<file path="config.mk">
export PLATFORM = sky130hd
export DESIGN_NAME = echo_region_filler
export DESIGN_NICKNAME = d
export VERILOG_FILES = /design/src/rtl/echo_fill_pkg.sv /design/src/rtl/echo_region_decode.sv /design/src/rtl/echo_fill_fsm.sv /design/src/rtl/echo_touch_monitor.sv /design/src/rtl/echo_region_filler.sv
export SDC_FILE = /design/constraint.sdc
export NUM_CORES = 1
export LEC_CHECK = 0
export BUFFER_PORTS_ARGS = -buffer_cell sky130_fd_sc_hd__buf_2
export CAP_MARGIN = 20
export CORE_MARGIN = 2
export CORE_UTILIZATION = 52
export DETAILED_ROUTE_END_ITERATION = 12
export GPL_TIMING_DRIVEN = 0
export PLACE_DENSITY = 0.88
export SYNTH_ARGS = -nofsm -noshare
export SYNTH_HDL_FRONTEND = slang
export SYNTH_SLANG_ARGS = --single-unit
</file>
<file path="constraint.sdc">
create_clock -name clk -period 3.6 [get_ports clk]
set_input_delay 0.36 -clock clk [delete_from_list [all_inputs] [get_ports clk]]
set_output_delay 0.36 -clock clk [all_outputs]
set_load 0.01 [all_outputs]
</file>
<file path="src/rtl/echo_fill_pkg.sv">
package echo_fill_pkg;
    // Geometry of the echo area and the RAM it lives in
    localparam int ADDR_W     = 16;
    localparam int DATA_W     = 8;
    localparam int CFG_W      = 8;
    localparam int PAGE_SHIFT = 8;
    localparam int LEN_SHIFT  = 11;
    localparam int DIS_BIT    = 5;
    localparam logic [DATA_W-1:0] WIPE_VALUE = '1;

    // Wide enough to hold base + length without overflow
    localparam int LEN_SPAN = CFG_W + LEN_SHIFT;
    localparam int SPAN_W   = ((LEN_SPAN > ADDR_W) ? LEN_SPAN : ADDR_W) + 1;

    typedef logic [SPAN_W-1:0] span_t;

    typedef struct packed {
        logic  active;
        logic  empty;
        span_t base;
        span_t top;
        span_t stop;
    } region_t;

    typedef enum logic [1:0] {
        ST_IDLE   = 2'd0,
        ST_FILL   = 2'd1,
        ST_FINISH = 2'd2
    } fill_state_t;
endpackage

</file>
<file path="src/rtl/echo_region_decode.sv">
module echo_region_decode
    import echo_fill_pkg::*;
(
    input  logic [CFG_W-1:0] flags,
    input  logic [CFG_W-1:0] page,
    input  logic [CFG_W-1:0] len,
    output region_t          region
);
    localparam span_t MEM_TOP = span_t'(1) << ADDR_W;

    span_t base_w;
    span_t length_w;
    span_t top_w;

    always_comb begin
        base_w   = span_t'(page) << PAGE_SHIFT;
        length_w = span_t'(len) << LEN_SHIFT;
        top_w    = base_w + length_w;

        region.active = ~flags[DIS_BIT];
        region.empty  = flags[DIS_BIT] | (len == '0);
        region.base   = base_w;
        region.top    = top_w;
        region.stop   = (top_w > MEM_TOP) ? MEM_TOP : top_w;
    end
endmodule

</file>
<file path="src/rtl/echo_fill_fsm.sv">
module echo_fill_fsm
    import echo_fill_pkg::*;
(
    input  logic              clk,
    input  logic              rst_n,
    input  logic              go,
    input  region_t           region,
    output logic [ADDR_W-1:0] wr_addr,
    output logic [DATA_W-1:0] wr_data,
    output logic              wr_en,
    output logic              busy,
    output logic              done
);
    fill_state_t state_q, state_d;
    span_t       cur_q, cur_d;
    span_t       stop_q, stop_d;
    logic        last_wr;

    assign last_wr = ((cur_q + span_t'(1)) == stop_q);

    // Next-state and datapath update
    always_comb begin
        state_d = state_q;
        cur_d   = cur_q;
        stop_d  = stop_q;
        unique case (state_q)
            ST_IDLE: begin
                if (go) begin
                    cur_d  = region.base;
                    stop_d = region.stop;
                    state_d = region.empty ? ST_FINISH : ST_FILL;
                end
            end
            ST_FILL: begin
                cur_d = cur_q + span_t'(1);
                if (last_wr) begin
                    state_d = ST_FINISH;
                end
            end
            ST_FINISH: begin
                state_d = ST_IDLE;
            end
            default: begin
                state_d = ST_IDLE;
            end
        endcase
    end

    // State register
    always_ff @(posedge clk) begin
        if (!rst_n) begin
            state_q <= ST_IDLE;
            cur_q   <= '0;
            stop_q  <= '0;
        end else begin
            state_q <= state_d;
            cur_q   <= cur_d;
            stop_q  <= stop_d;
        end
    end

    // Outputs
    always_comb begin
        wr_addr = cur_q[ADDR_W-1:0];
        wr_data = WIPE_VALUE;
        wr_en   = 1'b0;
        busy    = 1'b0;
        done    = 1'b0;
        unique case (state_q)
            ST_IDLE:   ;
            ST_FILL: begin
                wr_en = 1'b1;
                busy  = 1'b1;
            end
            ST_FINISH: done = 1'b1;
            default:   ;
        endcase
    end


    addr_step_chk: assert property (@(posedge clk) disable iff (!rst_n)
        (wr_en && $past(wr_en)) |-> (wr_addr == $past(wr_addr) + 1'b1));


    no_wrap_chk: assert property (@(posedge clk) disable iff (!rst_n)
        (wr_en && $past(wr_en)) |-> (wr_addr > $past(wr_addr)));


    done_single_chk: assert property (@(posedge clk) disable iff (!rst_n)
        done |=> !done);


    done_quiet_chk: assert property (@(posedge clk) disable iff (!rst_n)
        done |-> (!busy && !wr_en));


    go_ignored_chk: assert property (@(posedge clk) disable iff (!rst_n)
        (busy && go && !last_wr) |=> busy);
endmodule

</file>
<file path="src/rtl/echo_touch_monitor.sv">
module echo_touch_monitor
    import echo_fill_pkg::*;
(
    input  logic              clk,
    input  logic              rst_n,
    input  region_t           region,
    input  logic [ADDR_W-1:0] cpu_addr,
    input  logic              cpu_valid,
    input  logic              clr,
    output logic              touch
);
    span_t probe;
    logic  hit_now;

    always_comb begin
        probe   = span_t'(cpu_addr);
        hit_now = cpu_valid && region.active &&
                  (probe >= region.base) && (probe < region.top);
    end

    always_ff @(posedge clk) begin
        if (!rst_n) begin
            touch <= 1'b0;
        end else if (hit_now) begin
            touch <= 1'b1;
        end else if (clr) begin
            touch <= 1'b0;
        end
    end


    touch_set_chk: assert property (@(posedge clk) disable iff (!rst_n)
        hit_now |=> touch);


    touch_sticky_chk: assert property (@(posedge clk) disable iff (!rst_n)
        (touch && !clr) |=> touch);


    touch_clear_chk: assert property (@(posedge clk) disable iff (!rst_n)
        (clr && !hit_now) |=> !touch);
endmodule

</file>
<file path="src/rtl/echo_region_filler.sv">
module echo_region_filler
    import echo_fill_pkg::*;
(
    input  logic              clk,
    input  logic              rst_n,
    input  logic [CFG_W-1:0]  cfg_flags,
    input  logic [CFG_W-1:0]  cfg_page,
    input  logic [CFG_W-1:0]  cfg_len,
    input  logic              fill_go,
    output logic [ADDR_W-1:0] mem_addr,
    output logic [DATA_W-1:0] mem_wdata,
    output logic              mem_we,
    output logic              fill_busy,
    output logic              fill_done,
    input  logic [ADDR_W-1:0] cpu_addr,
    input  logic              cpu_valid,
    input  logic              touch_clr,
    output logic              echo_touch
);
    region_t region;

    echo_region_decode u_decode (
        .flags  (cfg_flags),
        .page   (cfg_page),
        .len    (cfg_len),
        .region (region)
    );

    echo_fill_fsm u_fsm (
        .clk     (clk),
        .rst_n   (rst_n),
        .go      (fill_go),
        .region  (region),
        .wr_addr (mem_addr),
        .wr_data (mem_wdata),
        .wr_en   (mem_we),
        .busy    (fill_busy),
        .done    (fill_done)
    );

    echo_touch_monitor u_monitor (
        .clk       (clk),
        .rst_n     (rst_n),
        .region    (region),
        .cpu_addr  (cpu_addr),
        .cpu_valid (cpu_valid),
        .clr       (touch_clr),
        .touch     (echo_touch)
    );


    busy_is_write_chk: assert property (@(posedge clk) disable iff (!rst_n)
        fill_busy |-> (mem_we && mem_wdata == WIPE_VALUE));
endmodule

</file>
==> metrics <==
Diodes inserted 0; #FFs+latches synth 35; worst-skew pair later-pin latency 0.30 ns; first-pass iteration count of the detailed router 4; capturing point of the worst reg2reg path u_fsm.state_q[0]$_SDFFE_PN0P_; Cells after DPL 495; layout cells sized above 1 25.52%; Synth Instances 359; Post-Synth XOR/XNOR Area 6.615%; CP delay by family, top simple AND/OR/NAND/NOR gates; first-pass GRT wire length 11.70 mm; Post-synth EDFFs 0; critical path arrival 2.76 ns; # clock sinks 35; vias in the first global route 2681; Req. time, crit path 3.79 ns; max-slew violation count 0; Clock transition at path regs 0.08 ns; die height 78.85 um; Async SR Flop Fraction 0%; Synth area leader dfxtp_1; Compound-Gate Fraction of Synth Area 20.92%; Avg Cell Area, Syn 8.114 um^2; critical setup path kind reg2reg; Post-CTS Setup Inserts 0; Worst setup EP type flip-flop; routed len/inst 14.16 um; CP max-delay cell dfxtp_1; PostCTS Resize Cnt 0; H-tree level count 2; TritonCTS buffer count 5; die area 6217 um^2; WP buf/inv 0; Reg2Reg Setup Slack 1.03 ns; Yosys warning total 0; Synth top area share 24.05%; CP startpoint kind flip-flop; CTS tree done; combinational family with the most area after synthesis simple AND/OR/NAND/NOR gates; peak supply drop 0.1588 mV; Pwr Total 1020 uW; Netlist cell types 67; CTS Buffer Depth 2; setup TNS 0 ns; Die Span X 78.85 um; status finished clean; Hold Crit Start cfg_page[1]; crit-path cells ha_1 > nand3_1 > nor4_2 > xnor2_1 > nor2_1 > a2111oi_4 > o2111ai_2 > o21ba_1; Tightest Pin Transition 0.5929 ns; Final min period 2.568 ns; worst hold stages 2; P_leak 0.001505 uW; largest net degree at the start of global routing 12; sequential fraction of the synthesis area 24.05%; # rows 27; final-report setup violation count 0; core footprint 5473 um^2; top cells by area, synth dfxtp_1, ha_1, buf_4, xnor2_1, a21oi_1; cell area power density 300.5 nW/um^2; skew final 0.01160 ns; # hold bufs at CTS 0; adder-cell share of the synthesized area 9.278%; GRT Residual Overflow 0; RSZ-0062 raised after global routing no; mux contribution to synthesized area 1.332%; P&R area growth vs syn 16.58%; dpl hpwl 5.603 mm; filler-free cell count of the finished design 503; reg-to-reg critical path startpoint u_fsm.cur_q[0]$_SDFFE_PN0P_; Initial DRC Count 104; Routed Antenna Nets 0; Crit Path Max Fanout 11; RePlAce Congestion 0.9407; Final period util 71.32%; antenna violations before repair 0; Min-Delay Path Class in2reg; Final Hold Fails 0; Residual DRC 0; Synth Area in Simple Gates 26.85%; slowest cell delay on critical path 0.51 ns; synthesized area 2913 um^2; routed via count 2897; Final #Nets 496; Slew Limit Headroom 60.47%; hold worst-path end u_fsm.stop_q[9]$_SDFFE_PN0P_; initial core utilization 53.22%; IO Pins 73; MaxCap Viol Count 0; port bufs 57; R2R depth 8; CTS root buf clkbuf_8; Total GRT Usage 23.20%; Routed Wire Length 7.120 mm; Max Freq 0.3895 GHz; Top FF cell, synth dfxtp_1; vias per inst 5.759
routing by layer:
metal,wire [um],track usage (%)
met1,3052,28.26
met4,117,8.103
met2,3453,40.94
met3,496,4.318
met5,0,0
power breakdown:
group	total, uW	switching, uW	internal [uW]
registers	437	31.8	405
clock network	282	146	136
logic	302	165	136
total	1020	343	677
final cells by class:
cell class | count | area [um^2]
timing repair buffer | 57 | 285.3
clock buffer | 7 | 76.32
buffer | 40 | 255.2
inverter | 16 | 60.06
multi-input combinational | 275 | 1923
clock inverter | 1 | 5.005
tap | 72 | 90.09
sequential | 35 | 700.7
fill | 491 | 2077
cells by family after synthesis:
| logic type | count (synthesis) |
|---|---|
| fa+ha+maj | 21 |
| simple gates | 138 |
| buf+inv | 56 |
| mux | 3 |
| xor+xnor | 22 |
| compound gates | 83 |
| flops | 35 |
| other cells | 1 |
sequential cells by signal (all words and copies together) (netlist names):
| name | cells |
|---|---|
| u_fsm.state_q | 2 |
| u_fsm.cur_q | 20 |
| u_fsm.stop_q | 12 |
| u_monitor.touch | 1 |
metrics by stage:
stage	area (um^2)	hold WS [ns]	util (%)	setup slack [ns]
after CTS	3396	0.3324	62.05	1.057
final	3396	0.3345	62.05	1.032
after detailed placement	3314	0.4657	60.56	0.8372
after global placement	3314	0.4606	60.56	0.8639
after global routing	3396	0.3490	62.05	0.8252
after floorplan	2939	0.4412	-	1.262
synthesized netlist by cell type, types with 7 or more instances:
master,instances
dfxtp_1,35
nor3_1,14
buf_4,25
inv_1,16
and3_1,7
a21oi_1,19
nor4_1,7
ha_1,20
nor2b_1,12
clkbuf_1,10
xnor2_1,17
nand2_1,20
nor2_1,24
nand3_1,12
o21ai_0,18
worst reg2reg max path: stages (launching register included):
cell	delay, ns
dfxtp_1	0.51
ha_1	0.31
nand3_1	0.18
nor4_2	0.50
xnor2_1	0.18
nor2_1	0.09
a2111oi_4	0.30
o2111ai_2	0.19
o21ba_1	0.22
cell usage in the layout, fill, tap and decap left out, types with 2 or more instances in the layout:
master	count
o21ai_0	18
conb_1	8
or3_1	2
o41ai_1	3
and3_1	7
nor4_1	7
a211oi_1	4
a21oi_1	19
inv_1	16
nand2_1	20
and2_1	3
nand3b_1	5
o211ai_1	2
a22o_1	6
nand4_1	6
ha_1	20
xnor2_1	17
buf_2	60
nand4b_1	2
dfxtp_1	35
o211a_1	3
o221ai_1	6
a21boi_0	2
buf_4	25
clkbuf_8	5
xor2_1	5
a22oi_1	3
nor3_1	14
nand2b_1	6
nand3_1	12
clkbuf_1	12
and4_1	4
nor4b_1	2
o21a_1	3
nor2b_1	12
nor2_1	24
how the worst max path moves through the flow:
stage | startpoint | end | slack [ns] | cells after the start
6_report | u_fsm.cur_q[0]$_SDFFE_PN0P_ | u_fsm.state_q[0]$_SDFFE_PN0P_ | 1.03 | 8
3_5_place_dp | cfg_page[3] | u_fsm.stop_q[10]$_SDFFE_PN0P_ | 0.84 | 11
2_1_floorplan | cfg_page[3] | u_fsm.stop_q[10]$_SDFFE_PN0P_ | 1.26 | 10
5_1_grt | u_fsm.cur_q[1]$_SDFFE_PN0P_ | u_fsm.state_q[0]$_SDFFE_PN0P_ | 0.83 | 8
4_1_cts | u_fsm.cur_q[0]$_SDFFE_PN0P_ | u_fsm.state_q[0]$_SDFFE_PN0P_ | 1.06 | 8
3_3_place_gp | cfg_page[3] | u_fsm.stop_q[10]$_SDFFE_PN0P_ | 0.86 | 11
Power figures use the tool's default switching activity.
